[src/rtl/thr_run_pkg.sv]
package thr_run_pkg;

    // Byte offsets of the four register views.
    localparam int unsigned OFS_RUN_RW   = 32'h00;
    localparam int unsigned OFS_RUN_SET  = 32'h08;
    localparam int unsigned OFS_RUN_CLR  = 32'h10;
    localparam int unsigned OFS_RUN_STAT = 32'h18;

    typedef enum logic [2:0] {
        SEL_NONE,
        SEL_RW,
        SEL_SET,
        SEL_CLR,
        SEL_STAT
    } reg_sel_e;

    typedef enum logic [1:0] {
        TS_RUNNING,
        TS_STOPPING,
        TS_PARKED,
        TS_STARTING
    } thr_st_e;

endpackage

[src/rtl/thr_run_dec.sv]
module thr_run_dec
    import thr_run_pkg::*;
#(
    parameter int unsigned ADDR_W = 8
) (
    input  logic [ADDR_W-1:0] addr,
    output reg_sel_e          sel
);

    localparam logic [ADDR_W-1:0] A_RW   = ADDR_W'(OFS_RUN_RW);
    localparam logic [ADDR_W-1:0] A_SET  = ADDR_W'(OFS_RUN_SET);
    localparam logic [ADDR_W-1:0] A_CLR  = ADDR_W'(OFS_RUN_CLR);
    localparam logic [ADDR_W-1:0] A_STAT = ADDR_W'(OFS_RUN_STAT);

    always_comb begin
        if (addr == A_RW)        sel = SEL_RW;
        else if (addr == A_SET)  sel = SEL_SET;
        else if (addr == A_CLR)  sel = SEL_CLR;
        else if (addr == A_STAT) sel = SEL_STAT;
        else                     sel = SEL_NONE;
    end

endmodule

[src/rtl/thr_run_mask.sv]
module thr_run_mask
    import thr_run_pkg::*;
#(
    parameter int unsigned NUM_THR = 64,
    parameter int unsigned DATA_W  = 64
) (
    input  logic               clk,
    input  logic               rst_n,
    input  logic               wr_en,
    input  reg_sel_e           wr_sel,
    input  logic [DATA_W-1:0]  wdata,
    output logic [NUM_THR-1:0] mask_q
);

    logic [NUM_THR-1:0] wd;
    logic [NUM_THR-1:0] mask_d;

    assign wd = wdata[NUM_THR-1:0];

    always_comb begin
        mask_d = mask_q;
        if (wr_en) begin
            unique case (wr_sel)
                SEL_RW:  mask_d = wd;
                SEL_SET: mask_d = mask_q | wd;
                SEL_CLR: mask_d = mask_q & ~wd;
                default: mask_d = mask_q;
            endcase
        end
    end

    always_ff @(posedge clk or negedge rst_n) begin
        if (!rst_n) mask_q <= '1;
        else        mask_q <= mask_d;
    end

endmodule

[src/rtl/thr_run_track.sv]
module thr_run_track
    import thr_run_pkg::*;
(
    input  logic clk,
    input  logic rst_n,
    input  logic want_run,
    input  logic halt_ack,
    input  logic resume_ack,
    output logic is_running
);

    thr_st_e st_q;
    thr_st_e st_d;

    // State register
    always_ff @(posedge clk or negedge rst_n) begin
        if (!rst_n) st_q <= TS_RUNNING;
        else        st_q <= st_d;
    end

    // Next state: an acknowledgement wins over a reversed request
    always_comb begin
        st_d = st_q;
        unique case (st_q)
            TS_RUNNING:  if (!want_run) st_d = TS_STOPPING;
            TS_STOPPING: begin
                if (halt_ack)      st_d = TS_PARKED;
                else if (want_run) st_d = TS_RUNNING;
            end
            TS_PARKED:   if (want_run) st_d = TS_STARTING;
            TS_STARTING: begin
                if (resume_ack)     st_d = TS_RUNNING;
                else if (!want_run) st_d = TS_PARKED;
            end
            default:     st_d = TS_RUNNING;
        endcase
    end

    // Outputs
    always_comb begin
        unique case (st_q)
            TS_RUNNING, TS_STOPPING: is_running = 1'b1;
            default:                 is_running = 1'b0;
        endcase
    end

endmodule

[src/rtl/thr_run_rdmux.sv]
module thr_run_rdmux
    import thr_run_pkg::*;
#(
    parameter int unsigned NUM_THR = 64,
    parameter int unsigned DATA_W  = 64
) (
    input  logic               clk,
    input  logic               rst_n,
    input  logic               rd_en,
    input  reg_sel_e           rd_sel,
    input  logic [NUM_THR-1:0] mask,
    input  logic [NUM_THR-1:0] status,
    output logic [DATA_W-1:0]  rdata
);

    always_ff @(posedge clk or negedge rst_n) begin
        if (!rst_n) begin
            rdata <= '0;
        end else if (rd_en) begin
            unique case (rd_sel)
                SEL_RW, SEL_SET, SEL_CLR: rdata <= DATA_W'(mask);
                SEL_STAT:                 rdata <= DATA_W'(status);
                default:                  rdata <= '0;
            endcase
        end
    end

endmodule

[src/rtl/thr_run_ctrl.sv]
module thr_run_ctrl
    import thr_run_pkg::*;
#(
    parameter int unsigned NUM_THR = 64,
    parameter int unsigned DATA_W  = 64,
    parameter int unsigned ADDR_W  = 8
) (
    input  logic               clk,
    input  logic               rst_n,
    input  logic [ADDR_W-1:0]  reg_addr,
    input  logic               reg_wr_en,
    input  logic [DATA_W-1:0]  reg_wdata,
    input  logic               reg_rd_en,
    output logic [DATA_W-1:0]  reg_rdata,
    output logic [NUM_THR-1:0] thr_park_req,
    input  logic [NUM_THR-1:0] thr_halt_ack,
    input  logic [NUM_THR-1:0] thr_resume_ack
);

    reg_sel_e           sel;
    logic [NUM_THR-1:0] run_mask;
    logic [NUM_THR-1:0] run_status;

    thr_run_dec #(.ADDR_W(ADDR_W)) u_dec (
        .addr (reg_addr),
        .sel  (sel)
    );

    thr_run_mask #(.NUM_THR(NUM_THR), .DATA_W(DATA_W)) u_mask (
        .clk    (clk),
        .rst_n  (rst_n),
        .wr_en  (reg_wr_en),
        .wr_sel (sel),
        .wdata  (reg_wdata),
        .mask_q (run_mask)
    );

    for (genvar t = 0; t < NUM_THR; t++) begin : g_thr
        thr_run_track u_trk (
            .clk        (clk),
            .rst_n      (rst_n),
            .want_run   (run_mask[t]),
            .halt_ack   (thr_halt_ack[t]),
            .resume_ack (thr_resume_ack[t]),
            .is_running (run_status[t])
        );
    end

    thr_run_rdmux #(.NUM_THR(NUM_THR), .DATA_W(DATA_W)) u_rd (
        .clk    (clk),
        .rst_n  (rst_n),
        .rd_en  (reg_rd_en),
        .rd_sel (sel),
        .mask   (run_mask),
        .status (run_status),
        .rdata  (reg_rdata)
    );

    assign thr_park_req = ~run_mask;

endmodule

[config.mk]
export PLATFORM = sky130hd
export DESIGN_NAME = thr_run_ctrl
export DESIGN_NICKNAME = d
export VERILOG_FILES = /design/src/rtl/thr_run_pkg.sv /design/src/rtl/thr_run_dec.sv /design/src/rtl/thr_run_mask.sv /design/src/rtl/thr_run_track.sv /design/src/rtl/thr_run_rdmux.sv /design/src/rtl/thr_run_ctrl.sv
export SDC_FILE = /design/constraint.sdc
export NUM_CORES = 1
export LEC_CHECK = 0
export BUFFER_PORTS_ARGS = -buffer_cell sky130_fd_sc_hd__buf_2
export CAP_MARGIN = 15
export CORE_MARGIN = 2
export CORE_UTILIZATION = 48
export DETAILED_ROUTE_END_ITERATION = 6
export GPL_ROUTABILITY_DRIVEN = 0
export PLACE_DENSITY_LB_ADDON = 0.1
export SYNTH_ARGS = -nofsm -noshare
export SYNTH_HDL_FRONTEND = slang
export SYNTH_SLANG_ARGS = --single-unit
[constraint.sdc]
create_clock -name clk -period 1 [get_ports clk]
set_input_delay 0.05 -clock clk [delete_from_list [all_inputs] [get_ports clk]]
set_output_delay 0.05 -clock clk [all_outputs]
set_load 0.01 [all_outputs]
==> results of run 1 <==
==> state kept, by name, summed over array words and instances, names as in the netlist <==
register and count:
g_thr.u_trk.st_q 128, u_mask.mask_q 64, u_rd.rdata 64
==> cell usage in the layout (no fill, tap or decap), types with 23 or more instances in the layout <==
master	count
nand2b_4	23
a21oi_1	87
buf_12	31
dfrtp_1	188
nand2_1	49
buf_6	268
nand2b_1	41
dlygate4sd3_1	194
clkbuf_16	31
buf_4	130
nand3_1	47
buf_2	229
inv_2	60
nor2b_1	63
o31ai_1	44
dfstp_2	64
o211ai_1	47
a31oi_1	56
mux2_2	31
a31o_4	60
a21oi_2	39
==> cell type report <==
class                           count  share of cell area
Timing Repair Buffer              859               0.341
Multi-Input combinational cell    794               0.305
Sequential cell                   256               0.282
Clock buffer                       49              0.0405
Tap cell                          330              0.0180
Inverter                           64              0.0109
Antenna cell                       13             0.00142
Clock inverter                      4            0.000871
==> logic make-up (layout without fill, tap and decap cells) <==
| kind of cell | after synthesis | after routing | share of synthesized area |
|---|---|---|---|
| AOI/OAI and AO/OA | 415 | 415 | 0.228 |
| and+or+nand+nor | 274 | 274 | 0.124 |
| DFF | 256 | 256 | 0.521 |
| buffers and inverters | 135 | 976 | 0.0428 |
| muxes | 73 | 73 | 0.0618 |
| xor gates and xnor gates | 32 | 32 | 0.0225 |
| other | 0 | 13 | 0 |
==> per-stage QoR <==
| step | hold WS (ps) | setup slack [ps] | util |
|---|---|---|---|
| finish | 85.9 | -485 | 0.907 |
| global route | 95.5 | -513 | 0.907 |
| CTS | 79.5 | -440 | 0.842 |
| detailed placement | -106 | -736 | 0.647 |
| global placement | -105 | -725 | 0.647 |
| floorplan | -246 | -601 | - |
==> layer usage <==
layer  routed length (um)  GRT usage  share of wire
met1                21300      0.424           0.35
met2                29600      0.604           0.49
met3                 5400     0.0773          0.089
met4                 4200      0.182          0.069
met5                    0          0              0
==> worst min-delay path by stage <==
| stage | slack, ps | end | start |
|---|---|---|---|
| 2_1_floorplan | -250 | g_thr[0].u_trk.st_q[0]$_DFFE_PN0P_ | rst_n |
| 3_3_place_gp | -110 | g_thr[4].u_trk.st_q[0]$_DFFE_PN0P_ | rst_n |
| 3_5_place_dp | -110 | g_thr[4].u_trk.st_q[0]$_DFFE_PN0P_ | rst_n |
| 4_1_cts | 80 | g_thr[4].u_trk.st_q[1]$_DFFE_PN0P_ | rst_n |
| 5_1_grt | 100 | g_thr[4].u_trk.st_q[1]$_DFFE_PN0P_ | rst_n |
| 6_report | 90 | g_thr[4].u_trk.st_q[1]$_DFFE_PN0P_ | rst_n |
==> worst max-delay path, stage by stage, from the launching register on <==
cell and delay [ps]:
dfstp_2 590, inv_2 70, buf_6 110, buf_6 110
==> power by group <==
part	switching (W)	leakage, nW	total, W	internal [W]
Clock	0.00457	0.475	0.0108	0.00627
Sequential	0.00351	3.07	0.0169	0.0134
Combinational	0.00631	6.84	0.0136	0.00725
Total	0.0144	10.4	0.0413	0.0269
==> what timing repair did <==
| item | in CTS | in global routing |
|---|---|---|
| hold buffers | 195 | 0 |
| resized for setup | 306 | 267 |
| endpoints found under the setup margin | 256 | 323 |
| setup buffers | 137 | 100 |
| pin swaps | 74 | 91 |
| gates cloned | 2 | 3 |
| endpoints found under the hold margin | 451 | 0 |
==> run metrics, run 1 <==
CTS max path bufs 3; VDD IR-drop max 1.64 mV; Most used DFF post-synth dfrtp_1; Syn Inst Count 1185; Synth top area share 0.386; Critical Path Start u_mask.mask_q[49]$_DFFE_PN1P_; Final TNS setup -51510 ps; area leader, netlist dfrtp_1; Critical Path Sink Type output port; Top Ports 332; hold crit path type input port to async pin; Initial Utilization 0.491; Area Overhead vs Synth 84.7%; Vias 14766; Avg WL per Cell 25.5 um; slew margin rel. 0.510; Crit Reg-Reg Startpoint u_mask.mask_q[47]$_DFFE_PN1P_; DP Area 16400 um^2; worst path arrival time 1440 ps; post-route insts no fill 2369; synth warn 0; chip width 165 um; most common cell in the netlist dfrtp_1; critical path data required time 950 ps; largest net degree at the start of global routing 58; Pwr Density 1800 nW/um^2; R2R Path End u_mask.mask_q[47]$_DFFE_PN1P_; total power 0.0413 W; #FFs+latches synth 256; Unique masters post-synth 33; total gr overflow 0; Root Buffer clkbuf_16; CTS tree yes; leakage power 10.4 nW; H-tree depth 1; GR Util All Layers 0.355; core area 25300 um^2; Post-synth top cells dfrtp_1, a21oi_1, a31o_2; min Tclk post-route 1490 ps; port bufs 331; DRT Pass-1 Iters 5; status finished, violations left; max_cap viols 0; Period Utilization, post-route 1.49; HPWL Detailed 27.7 mm; sequential cell area 6490 um^2; crit path max fanout 2; Placed Cells 1937; clk_skew 9.83 ps; syn nets 1389; post-route setup slack -485 ps; violated checks negative setup slack; synthesized cell area 12400 um^2; Mean Syn Cell Area 10.5 um^2; Die Y-Extent 165 um; R2R setup slack -390 ps; initial antenna violation count 12; final setup fails 306; cts bufs inserted 29; Slew Viols, Final 0; RSZ-0062 raised after global routing true; actual slew at the worst max-slew pin 735 ps; critical path type flop to output port; Reg clk slew, reported paths 60 ps; first-pass GRT wire length 75.5 mm; asr flop ratio synth 1.00; top cells by area, synth dfrtp_1, dfstp_2, a31o_2; Reg2Reg Depth 5; row count 58; initial drt markers 1316; fin area 23000 um^2; DRC viols 0; final hold violation count 0; worst skew pair latency 560 ps; Routed WL 60.5 mm; Multi-input gate area 7000 um^2; CP endpoint thr_park_req[49]; clock sink count 256; crit start category flop; nets 2208; Post-DRT Antenna Nets 0; die footprint 27200 um^2; vias per cell 6.23; vias in the first global route 14284; layout cells sized above 1 0.544; Achievable Freq 673 MHz; Filler cells 932; EDFF count, synth 0; sequential fraction of the synthesis area 0.521
(Power assumes the default switching activity.)
==> run 2, diff against run 1 <==
Settings changed: CELL_PAD_IN_SITES_DETAIL_PLACEMENT set to 0, CELL_PAD_IN_SITES_GLOBAL_PLACEMENT set to 2, CORE_UTILIZATION 48 to 30.
==> run 2 against run 1 <==
The flow still finishes with violations (negative setup slack). Via count down 14%. Critical path depth is the same. Register-to-register slack gained 140 ps.
==> run metrics, run 2 (same netlist as run 1, synthesis figures left out) <==
initial antenna violation count 2 (was 12); critical path's slowest cell dfstp_2 (unchanged); Area Overhead vs Synth 86.1% (was 84.7%); final setup fails 293 (was 306); crit path max fanout 4 (was 2); Pwr Density 1730 nW/um^2 (was 1800 nW/um^2); row count 74 (was 58); most frequent CP cell buf_6 (unchanged); commonest non-fill, non-tap cell in the layout buf_6 (unchanged); R2R Path End u_rd.rdata[11]$_DFFE_PN0P_ (was u_mask.mask_q[47]$_DFFE_PN1P_); violated checks negative setup slack (unchanged); CP peak stage delay 580 ps (was 590 ps); commonest non-fill, non-tap cells in the layout buf_6, buf_2, dlygate4sd3_1 (unchanged); Crit Reg-Reg Startpoint u_mask.mask_q[11]$_DFFE_PN1P_ (was u_mask.mask_q[47]$_DFFE_PN1P_); final hold violation count 0 (unchanged); critical hold path startpoint reg_addr[1]; nets 2216 (was 2208); critical path type flop to output port (unchanged); initial drt markers 587 (was 1316); min Tclk post-route 1440 ps (was 1490 ps); core area 40900 um^2 (was 25300 um^2); Initial Utilization 0.304 (was 0.491); RSZ-0062 raised after global routing true (unchanged); max_cap viols 0 (unchanged); H-tree depth 2 (was 1); worst hold path depth 5; cts bufs inserted 34 (was 29); number of flip-flops in the largest register 128 (unchanged); post-route setup slack -441 ps (was -485 ps); Avg WL per Cell 19.7 um (was 25.5 um); Hold Path End u_mask.mask_q[54]$_DFFE_PN1P_; vias in the first global route 13291 (was 14284); fin util 0.566 (was 0.907); Period Utilization, post-route 1.44 (was 1.49); Routed WL 50.5 mm (was 60.5 mm); Critical Path Sink Type output port (unchanged); actual slew at the worst max-slew pin 808 ps (was 735 ps); Achievable Freq 694 MHz (was 673 MHz); chip width 208 um (was 165 um); Top delay family on crit path flip-flops (unchanged); clk_skew 10.9 ps (was 9.83 ps); layout cells sized above 1 0.527 (was 0.544); Critical Path Start u_mask.mask_q[19]$_DFFE_PN1P_ (was u_mask.mask_q[49]$_DFFE_PN1P_); Reg clk slew, reported paths 50 ps (was 60 ps); Reg with most FFs g_thr.u_trk.st_q (unchanged); R2R setup slack -250 ps (was -390 ps); vias per cell 4.97 (was 6.23); VDD IR-drop max 1.37 mV (was 1.64 mV); slew margin rel. 0.461 (was 0.510); DRC viols 0 (unchanged); Reg2Reg Depth 6 (was 5); DRT Pass-1 Iters 5 (unchanged); Largest regs g_thr.u_trk.st_q: 128 flops, u_mask.mask_q: 64 flops, u_rd.rdata: 64 flops (unchanged); Top Ports 332 (unchanged); CTS max path bufs 3 (unchanged); HPWL Detailed 31.2 mm (was 27.7 mm); worst path arrival time 1390 ps (was 1440 ps); die footprint 43100 um^2 (was 27200 um^2); total gr overflow 0 (unchanged); Slew Viols, Final 0 (unchanged); total power 0.0401 W (was 0.0413 W); Die Y-Extent 208 um (was 165 um); port bufs 331 (unchanged); Post-DRT Antenna Nets 0 (unchanged); hold crit path type input port to flop (was input port to async pin); GR Util All Layers 0.230 (was 0.355); Vias 12766 (was 14766); leakage power 10.4 nW (about the same); Root Buffer clkbuf_16 (unchanged); largest net degree at the start of global routing 59 (was 58); critical path data required time 950 ps (about the same); CTS tree yes (unchanged); first-pass GRT wire length 77.9 mm (was 75.5 mm); status finished, violations left (unchanged); crit start category flop (unchanged); clock sink count 256 (unchanged); worst skew pair latency 540 ps (was 560 ps); Buffers & Inverters on Critical Path 3 (unchanged); worst-path cell chain inv_2 -> buf_6 -> buf_6 (unchanged)
==> run 2: cell count changes in the layout (fill, tap and decap cells not counted), moves of 10 or more <==
cell / delta
buf_2: +12
buf_6: -10
diode_2: -12
mux2i_1: +11
==> run 2: worst max path at each step <==
stage	cells past startpoint	endpoint	slack, ps
after floorplan	5	u_mask.mask_q[12]$_DFFE_PN1P_	-600
after global placement	5	u_mask.mask_q[53]$_DFFE_PN1P_	-730
after detailed placement	5	u_mask.mask_q[8]$_DFFE_PN1P_	-730
after CTS	3	thr_park_req[19]	-480
after global routing	3	thr_park_req[19]	-480
final	3	thr_park_req[19]	-440
==> run 2: area by class of cell <==
| class | count | area (um^2) |
|---|---|---|
| Tap cell | 532 | 666 |
| Clock inverter | 3 | 15.0 |
| Sequential cell | 256 | 6490 |
| Antenna cell | 1 | 2.50 |
| Timing Repair Buffer | 862 | 7920 |
| Clock buffer | 59 | 1070 |
| Multi-Input combinational cell | 794 | 6730 |
| Inverter | 64 | 253 |
| Fill cell | 3614 | 17800 |
==> run 2: worst reg2reg max path: stages, from the launching register on <==
cell,delay (ps)
dfstp_2,550
inv_2,50
buf_6,110
buf_6,100
buf_6,110
mux2i_4,130
a31o_4,160
==> run 2: timing repair <==
action                                  4_1_cts  5_1_grt
buffers inserted                            129       75
pin swaps                                    61       83
resized for setup                           339      204
cloned                                       11        3
endpoints found under the setup margin      259      316
hold endpoints to repair                    450        8
hold buffers                                198        1
==> run 2: layer usage <==
metal  global-route usage  vias up  wire length [um]
li1                     -     6038                 -
met1                0.308     6389             23000
met2                0.384      277             24300
met3               0.0399       60              2320
met4               0.0589        2               899
met5                    0        -                13
==> run 2: metrics by stage <==
stage	TNS [ps]	std cells	instance area, um^2	setup slack [ps]	hold WS (ps)
6_report	-48300	2571	23200	-441	21.3
5_1_grt	-58290	2570	23100	-484	46.2
4_1_cts	-45340	2522	21900	-484	-12.6
3_5_place_dp	-84870	2147	16600	-733	-114
3_3_place_gp	-84170	2147	16600	-733	-112
2_1_floorplan	-41450	1185	13100	-601	-246
==> run 2: where the power goes <==
group | internal (W) | leakage (nW) | switching, W
logic | 0.00696 | 6.84 | 0.00493
registers | 0.0134 | 3.07 | 0.00277
clock network | 0.00723 | 0.530 | 0.00484
total | 0.0276 | 10.4 | 0.0126
==> run 3, diff against run 2 <==
Settings changed: CORE_UTILIZATION 30 to 33.
Clock period 1 ns to 1.53 ns, I/O delays scaled along.
==> run 3 against run 2 <==
The run now ends clean. Hold slack better by 28 ps. Combinational power shrank 46%. Global-route usage fell by 1.3 points.
==> run metrics, run 3 (same netlist as run 1, synthesis figures left out) <==
first-pass GRT wire length 66.5 mm (was 77.9 mm); worst path arrival time 1380 ps (was 1390 ps); initial antenna violation count 4 (was 2); fin area 18700 um^2 (was 23200 um^2); Root Buffer clkbuf_16 (unchanged); crit path max fanout 5 (was 4); Area Overhead vs Synth 50.1% (was 86.1%); total power 0.0243 W (was 0.0401 W); status finished clean (was finished, violations left); Period Utilization, post-route 0.949; Critical Path Sink Type output port (unchanged); layout cells sized above 1 0.335 (was 0.527); die footprint 39300 um^2 (was 43100 um^2); CTS max path bufs 3 (unchanged); commonest non-fill, non-tap cell in the layout buf_2 (was buf_6); critical path data required time 1450 ps (was 950 ps); DRC viols 0 (unchanged); clk_skew 12.7 ps (was 10.9 ps); worst-path cell chain inv_1 -> buf_2 (was inv_2 -> buf_6 -> buf_6); nets 1991 (was 2216); post-route insts no fill 2326 (was 2571); Final TNS setup 0 ps (was -48300 ps); worst skew pair latency 560 ps (was 540 ps); port bufs 331 (unchanged); largest net degree at the start of global routing 49 (was 59); final setup fails 0 (was 293); VDD IR-drop max 0.771 mV (was 1.37 mV); post-cts resize count 0 (was 339); Vias 11600 (was 12766); min Tclk post-route 1450 ps; initial drt markers 492 (was 587); Avg WL per Cell 18.5 um (was 19.7 um); RSZ-0062 raised after global routing false (was true); hold crit path type input port to flop (unchanged); Pwr Density 1300 nW/um^2 (was 1730 nW/um^2); Routed WL 43.0 mm (was 50.5 mm); Slew Viols, Final 0 (unchanged); post-route setup slack 77.6 ps (was -441 ps); GR Util All Layers 0.216 (was 0.230); critical path's slowest cell dfstp_2 (unchanged); Reg with most FFs g_thr.u_trk.st_q (unchanged); chip width 198 um (was 208 um); vias per cell 4.99 (was 4.97); leakage power 8.36 nW (was 10.4 nW); CTS tree yes (unchanged); clock sink count 256 (unchanged); slew margin rel. 0.540 (was 0.461); vias in the first global route 11654 (was 13291); actual slew at the worst max-slew pin 691 ps (was 808 ps); CP peak stage delay 590 ps (was 580 ps); DRT Pass-1 Iters 4 (was 5); Top Ports 332 (unchanged); crit start category flop (unchanged); dpl ws -282 ps (was -733 ps); max_cap viols 0 (unchanged); DP Area 15100 um^2 (was 16600 um^2); critical path type flop to output port (unchanged); HPWL Detailed 28.6 mm (was 31.2 mm); Placed Cells 2005 (was 2147); final hold violation count 0 (unchanged); row count 71 (was 74); Die Y-Extent 198 um (was 208 um); number of flip-flops in the largest register 128 (unchanged); cts bufs inserted 31 (was 34); H-tree depth 1 (was 2); core area 37400 um^2 (was 40900 um^2); commonest non-fill, non-tap cells in the layout buf_2, dlygate4sd3_1, dfrtp_1 (was buf_6, buf_2, dlygate4sd3_1); Reg clk slew, reported paths 60 ps (was 50 ps); Achievable Freq 689 MHz; Initial Utilization 0.333 (was 0.304); Largest regs g_thr.u_trk.st_q: 128 flops, u_mask.mask_q: 64 flops, u_rd.rdata: 64 flops (unchanged); Post-DRT Antenna Nets 0 (unchanged); total gr overflow 0 (unchanged)
-- run 3: cell types whose count changed in the layout (fill, tap and decap cells not counted), moves of 60 or more --
cell,previous run,this run
buf_6,258,0
buf_2,241,329
buf_4,122,35
inv_1,0,64
a31o_2,15,75
a31o_4,60,0
dlygate4sd3_1,198,258
-- run 3: area by class of cell --
| class | count | area, um^2 |
|---|---|---|
| inverter | 64 | 240 |
| multi-input combinational | 794 | 5460 |
| antenna | 4 | 10.0 |
| timing repair buffer | 640 | 4850 |
| clock inverter | 8 | 67.6 |
| tap | 511 | 639 |
| sequential | 256 | 6490 |
| fill | 3556 | 18700 |
| clock buffer | 49 | 923 |
-- run 3: worst max-delay path: cells and delay by family (launching register included) --
kind                   cells  cell delay (ps)
buffers and inverters      2              230
flip-flops                 1              590
-- run 3: through the flow --
| step | util | hold slack [ps] |
|---|---|---|
| global placement | 0.403 | 45.0 |
| floorplan | - | -219 |
| global route | 0.499 | 42.8 |
| CTS | 0.499 | 9.58 |
| detailed placement | 0.403 | 49.2 |
| finish | 0.499 | 49.4 |
-- run 3: where the power goes --
group          internal, W  switching (W)  total (W)
combinational      0.00398        0.00244    0.00641
clock              0.00427        0.00297    0.00724
sequential         0.00874        0.00195     0.0107
-- run 3: worst paths after layout --
kind                            cells past startpoint                                   to                                start  slack, ps
max in group asynchronous                           3         u_mask.mask_q[4]$_DFFE_PN1P_                                rst_n        750
worst min register to register                      1  g_thr[15].u_trk.st_q[0]$_DFFE_PN0P_  g_thr[15].u_trk.st_q[0]$_DFFE_PN0P_        460
worst max-delay path                                2                     thr_park_req[42]        u_mask.mask_q[42]$_DFFE_PN1P_         80
min in group asynchronous                           2            u_rd.rdata[4]$_DFFE_PN0P_                                rst_n         70
worst max register to register                      3  g_thr[32].u_trk.st_q[1]$_DFFE_PN0P_  g_thr[32].u_trk.st_q[1]$_DFFE_PN0P_        140
worst min-delay path                                5        u_mask.mask_q[45]$_DFFE_PN1P_                          reg_addr[0]         50
-- run 3: metal layers --
| layer | up-vias | part of all wire | GRT usage |
|---|---|---|---|
| met3 | 67 | 0.055 | 0.0412 |
| li1 | 5587 | - | - |
| met4 | 0 | 0.024 | 0.0485 |
| met5 | - | 0 | 0 |
| met1 | 5657 | 0.46 | 0.297 |
| met2 | 289 | 0.46 | 0.353 |
-- run 3: timing repair --
action,4_1_cts,5_1_grt
hold buffers,258,0
endpoints found under the hold margin,395,0
endpoints found under the setup margin,0,1
buffers inserted,0,2
